**config.mk**
```make
export PLATFORM = sky130hd
export DESIGN_NAME = uart_irq_unit
export DESIGN_NICKNAME = d
export VERILOG_FILES = /design/src/rtl/uart_irq_pkg.sv /design/src/rtl/irq_trig_sel.sv /design/src/rtl/irq_prio_enc.sv /design/src/rtl/uart_irq_unit.sv
export SDC_FILE = /design/constraint.sdc
export NUM_CORES = 1
export LEC_CHECK = 0
export BUFFER_PORTS_ARGS = -buffer_cell sky130_fd_sc_hd__buf_4
export CAP_MARGIN = 20
export CORE_UTILIZATION = 38
export DETAILED_ROUTE_END_ITERATION = 10
export PLACE_DENSITY = 0.82
export RECOVER_POWER = 50
export SLEW_MARGIN = 5
export SYNTH_ARGS = -nofsm -noshare
export SYNTH_HDL_FRONTEND = slang
export SYNTH_SLANG_ARGS = --single-unit
```
**constraint.sdc**
```tcl
create_clock -name clk_i -period 1.45 [get_ports clk_i]
set_clock_uncertainty 0.15 [all_clocks]
set_input_delay 0.435 -clock clk_i [delete_from_list [all_inputs] [get_ports clk_i]]
set_output_delay 0.435 -clock clk_i [all_outputs]
set_load 0.005 [all_outputs]
```
**src/rtl/uart_irq_pkg.sv**
```systemverilog
package uart_irq_pkg;

    localparam int NSRC    = 6;
    localparam int NEVT    = NSRC - 1;
    localparam int CODE_W  = $clog2(NSRC + 1);

    // source ranking, index 0 is served first
    localparam int SRC_LINE_ERR = 0;
    localparam int SRC_RX_READY = 1;
    localparam int SRC_RX_IDLE  = 2;
    localparam int SRC_TX_EMPTY = 3;
    localparam int SRC_MODEM    = 4;
    localparam int SRC_SPECIAL  = 5;

    typedef struct packed {
        logic [NSRC-1:0] pend;
    } irq_state_t;

endpackage

```
**src/rtl/irq_trig_sel.sv**
```systemverilog
module irq_trig_sel #(
    parameter int CNT_W = 8
) (
    input  logic [1:0]       tbl_sel_i,
    input  logic [1:0]       lvl_sel_i,
    input  logic [7:0]       user_lvl_i,
    output logic [CNT_W-1:0] thr_o
);

    logic [7:0] lvl8;

    // threshold selection
    always_comb begin
        lvl8 = 8'd1;
        unique case (tbl_sel_i)
            2'd0: begin
                unique case (lvl_sel_i)
                    2'd0: lvl8 = 8'd1;
                    2'd1: lvl8 = 8'd4;
                    2'd2: lvl8 = 8'd8;
                    default: lvl8 = 8'd14;
                endcase
            end
            2'd1: begin
                unique case (lvl_sel_i)
                    2'd0: lvl8 = 8'd8;
                    2'd1: lvl8 = 8'd16;
                    2'd2: lvl8 = 8'd24;
                    default: lvl8 = 8'd28;
                endcase
            end
            2'd2: begin
                unique case (lvl_sel_i)
                    2'd0: lvl8 = 8'd8;
                    2'd1: lvl8 = 8'd16;
                    2'd2: lvl8 = 8'd56;
                    default: lvl8 = 8'd60;
                endcase
            end
            default: lvl8 = (user_lvl_i == 8'd0) ? 8'd1 : user_lvl_i;
        endcase
    end

    assign thr_o = CNT_W'(lvl8);

endmodule

```
**src/rtl/irq_prio_enc.sv**
```systemverilog
module irq_prio_enc #(
    parameter int N  = 6,
    parameter int CW = $clog2(N + 1)
) (
    input  logic [N-1:0]  req_i,
    output logic [CW-1:0] code_o
);

    // lowest index wins, code is index plus one
    always_comb begin
        code_o = '0;
        for (int i = N - 1; i >= 0; i--) begin
            if (req_i[i]) code_o = CW'(i + 1);
        end
    end

endmodule

```
**src/rtl/uart_irq_unit.sv**
```systemverilog
module uart_irq_unit
    import uart_irq_pkg::*;
#(
    parameter int CNT_W = 8
) (
    input  logic             clk_i,
    input  logic             rst_ni,
    input  logic [CNT_W-1:0] fifo_cnt_i,
    input  logic [NEVT-1:0]  evt_i,
    input  logic [NSRC-1:0]  ien_i,
    input  logic [1:0]       tbl_sel_i,
    input  logic [1:0]       lvl_sel_i,
    input  logic [7:0]       user_lvl_i,
    input  logic             rd_i,
    output logic [CODE_W-1:0] stat_o,
    output logic             irq_o
);

    irq_state_t      st_d, st_q;
    logic [CNT_W-1:0] thr;
    logic [NSRC-1:0]  active;

    irq_trig_sel #(.CNT_W(CNT_W)) u_trig (
        .tbl_sel_i (tbl_sel_i),
        .lvl_sel_i (lvl_sel_i),
        .user_lvl_i(user_lvl_i),
        .thr_o     (thr)
    );

    assign active = st_q.pend & ien_i;

    irq_prio_enc #(.N(NSRC), .CW(CODE_W)) u_enc (
        .req_i (active),
        .code_o(stat_o)
    );

    assign irq_o = |active;

    always_comb begin
        st_d = st_q;
        for (int i = 0; i < NSRC; i++) begin
            if (i == SRC_RX_READY) begin
                // level source follows the count
                st_d.pend[i] = (fifo_cnt_i >= thr);
            end else begin
                // set beats clear
                st_d.pend[i] = (st_q.pend[i] && !(rd_i && stat_o == CODE_W'(i + 1)))
                             || evt_i[(i > SRC_RX_READY) ? i - 1 : i];
            end
        end
    end


    always_ff @(posedge clk_i or negedge rst_ni) begin
        if (!rst_ni) st_q <= '0;
        else         st_q <= st_d;
    end


    irq_line_chk: assert property (@(posedge clk_i) disable iff (!rst_ni)
        irq_o == (stat_o != '0));


    prio_rank_chk: assert property (@(posedge clk_i) disable iff (!rst_ni)
        (stat_o != '0) |-> (active[stat_o - CODE_W'(1)]
            && ((active & ((NSRC'(1) << (stat_o - CODE_W'(1))) - NSRC'(1))) == '0)));

    for (genvar g = 0; g < NSRC; g++) begin : g_src_chk
        if (g != SRC_RX_READY) begin : g_evt
            localparam int EB = (g > SRC_RX_READY) ? g - 1 : g;

            evt_capture_chk: assert property (@(posedge clk_i) disable iff (!rst_ni)
                evt_i[EB] |=> st_q.pend[g]);

            read_clear_chk: assert property (@(posedge clk_i) disable iff (!rst_ni)
                (rd_i && stat_o == CODE_W'(g + 1) && !evt_i[EB]) |=> !st_q.pend[g]);
        end
    end

endmodule

```
==> impl_metrics.csv <==
group,metric,value,unit
clock_network,h-tree-depth,1,
detailed_routing,dr_total_vias,904,
placed_design,dp_hpwl,1802,µm
clock_network,cts_buffers,3,
sta,postLayoutSetupSlackWorst,-0.5637,ns
setup_path,arrival,1.43,ns
clock_network,cts_tree,"yes",
synthesis,ys_ff_latch,6,
global_routing,grt_antenna_before_repair,0,
die,die_h,42.98,µm
synthesis,ys_seq_area_share,23.53,%
layout,final_common_cell,"buf_4",
sta,hold_viol_final,0,
global_routing,grt_pass1_vias,988,
setup_path,crit_start,"st_q[1]",
layout,largest_register,"st_q",
layout,syn2layout_area_growth,102.2,%
global_routing,grt_max_degree,12,
setup_path,crit_end,"irq_o",
synthesis,syn_avg_cell_area,7.976,µm²
detailed_routing,vias_per_cell,5.758,
setup_path,reg2reg_from,"st_q[1]",
die,chipWidth,42.98,µm
detailed_routing,ant_nets,0,
synthesis,synthCells,80,
clock_network,root_buffer,"clkbuf_4",
clock_network,cts.clk_slew.worst_paths,0.04,ns
layout,nNetsFinal,185,
synthesis,netlist.area_leader.share,23.53,%
hold_path,hold_path.class,"input port to flip-flop",
setup_path,reg2reg_slack,-0.28,ns
layout,final_cells,157,
hold_path,min_from,"evt_i[3]",
placed_design,place_congestion,0.9282,
setup_path,required,0.87,ns
die,io_pins,38,
clock_network,insertion_delay,0.23,ns
clock_network,clock_path_buffers,2,
detailed_routing,routed_wl,2473,µm
sta,fin_setup_tns,-3.153,ns
outcome,outcome,"finished with violations",
placed_design,placed_cells,148,
synthesis,yosys.area.top_type,"dfrtp_1",
die,core,1541,µm²
synthesis,synth_nets,122,
pwr,p_per_area,557.4,nW/µm²
outcome,violations,"setup timing",
global_routing,grt_usage,28.02,%
sta,maxSlewViolCount,0,
hold_path,hold_depth,2,
layout,final_cell_mix,"buf_4 (50), buf_6 (8), nand2_1 (7), ha_1 (7), dfrtp_1 (6)",
die,row_count,14,
clock_network,clock-sinks,6,
global_routing,overflow,0,
layout,largest_reg_flops,6,
sta,setup_viol,9,
layout,diodes,0,
layout,fill_cells,95,
layout,top_regs,"st_q x6",
sta,fmax,0.4966,GHz
placed_design,port_buffers,37,
setup_path,path_max_fanout,3,
detailed_routing,drt_pre_antenna_iters,4,
setup_path,r2r_cells,5,
die,die-area,1847,µm²
job,drv.max_cap_violation_count,0,
detailed_routing,post_drt_wl_per_cell,15.75,µm
detailed_routing,drtIter0Drc,23,
sta,worst_pin_slew,0.4733,ns
synthesis,synthTopCellsByArea,"dfrtp_1 (24%), ha_1 (16%), nand2_1 (6.5%)",
die,initial_utilization,41.40,%
sta,whs,0.2383,ns
sta,period_needed,2.014,ns
synthesis,yosysWarningCount,0,
pwr,worst_ir_drop_vdd,0.3458,mV
setup_path,path_class,"flip-flop to primary output",
synthesis,synth_cell_types,28,
layout,drive_above_1_share,60.99,%
synthesis,synth_area,638.1,µm²
pwr,leakagePower,0.5883,nW
setup_path,crit_path_start_kind,"flip-flop",
sta,slew_headroom,68.45,%
global_routing,grt_pass1_wl,3981,µm
detailed_routing,drcViolationCount,0,
sta,grt_setup_unrepaired,"yes",
setup_path,endpoint_kind,"primary output",
sta,fin_crit_sh,138.9,%
pwr,p_total,0.7191,mW
setup_path,r2r_end,"st_q[4]",
[how the worst min path moves through the flow]
stage | slack [ns] | end
2_1_floorplan | -0.01 | st_q[0]
3_3_place_gp | 0.09 | st_q[0]
3_5_place_dp | 0.09 | st_q[0]
4_1_cts | 0.23 | st_q[0]
5_1_grt | 0.24 | st_q[4]
6_report | 0.24 | st_q[4]
[through the flow]
step / worst slack (ns) / util, % / instance area, µm²
after floorplan: -0.3935 / - / 666.9
after CTS: -0.5082 / 80.84 / 1246
final: -0.5637 / 83.69 / 1290
after global placement: -0.6212 / 70.05 / 1080
after detailed placement: -0.6995 / 70.05 / 1080
after global routing: -0.6324 / 83.69 / 1290
[routing by layer]
layer	vias up	track usage, %	share of wire, %
li1	431	-	-
met1	424	29.84	38
met3	2	3.830	6.1
met5	-	0	0
met4	0	13.33	0.73
met2	47	53.03	55
[layout make-up]
type / count / area (µm²) / area share, %
multi-input cells: 67 / 599.3 / 46.46
repair buffers: 60 / 479.2 / 37.15
well taps: 16 / 20.02 / 1.552
flip-flops and latches: 6 / 150.1 / 11.64
inverters: 5 / 18.77 / 1.455
clock buffers: 3 / 22.52 / 1.746
[cells in the mapped netlist (all sizes together)]
library cell	instances
nand2	11
and3b	1
nand2b	2
nor4	1
nor2	6
dfrtp	6
a31oi	2
a21o	2
nand4b	1
ha	8
nand3	4
a32o	1
a22o	1
a222oi	2
o22ai	2
nor2b	2
or3	1
a21oi	5
clkbuf	2
inv	5
maj3	2
o21ai	5
a41oi	4
and2b	1
o211ai	1
nor3	1
o41a	1
[repair_timing]
item / 4_1_cts / 5_1_grt
hold buffers: 1 / 0
pin swaps: 11 / 11
endpoints found under the hold margin: 6 / 0
endpoints found under the setup margin: 9 / 9
buffers inserted: 5 / 5
gates resized for setup: 18 / 12
[worst max-delay path, stage by stage, from the launching register on]
cell and delay [ns]:
dfrtp_1 0.41, a222oi_1 0.45, buf_4 0.20, nand2_2 0.04
buf_6 0.10
[cells by family after synthesis]
group / after synthesis / synth area share, %
compound gates: 26 / 29.41
buf+inv: 7 / 4.118
simple gates: 31 / 24.12
flops: 6 / 23.53
fa+ha+maj: 10 / 18.82
[power breakdown]
part,internal (mW),total (mW),switching (mW)
Clock,0.0929,0.143,0.0501
Combinational,0.222,0.388,0.167
Sequential,0.178,0.187,0.00934
Total,0.493,0.719,0.226
No activity file was read; power rests on OpenSTA's default activity.
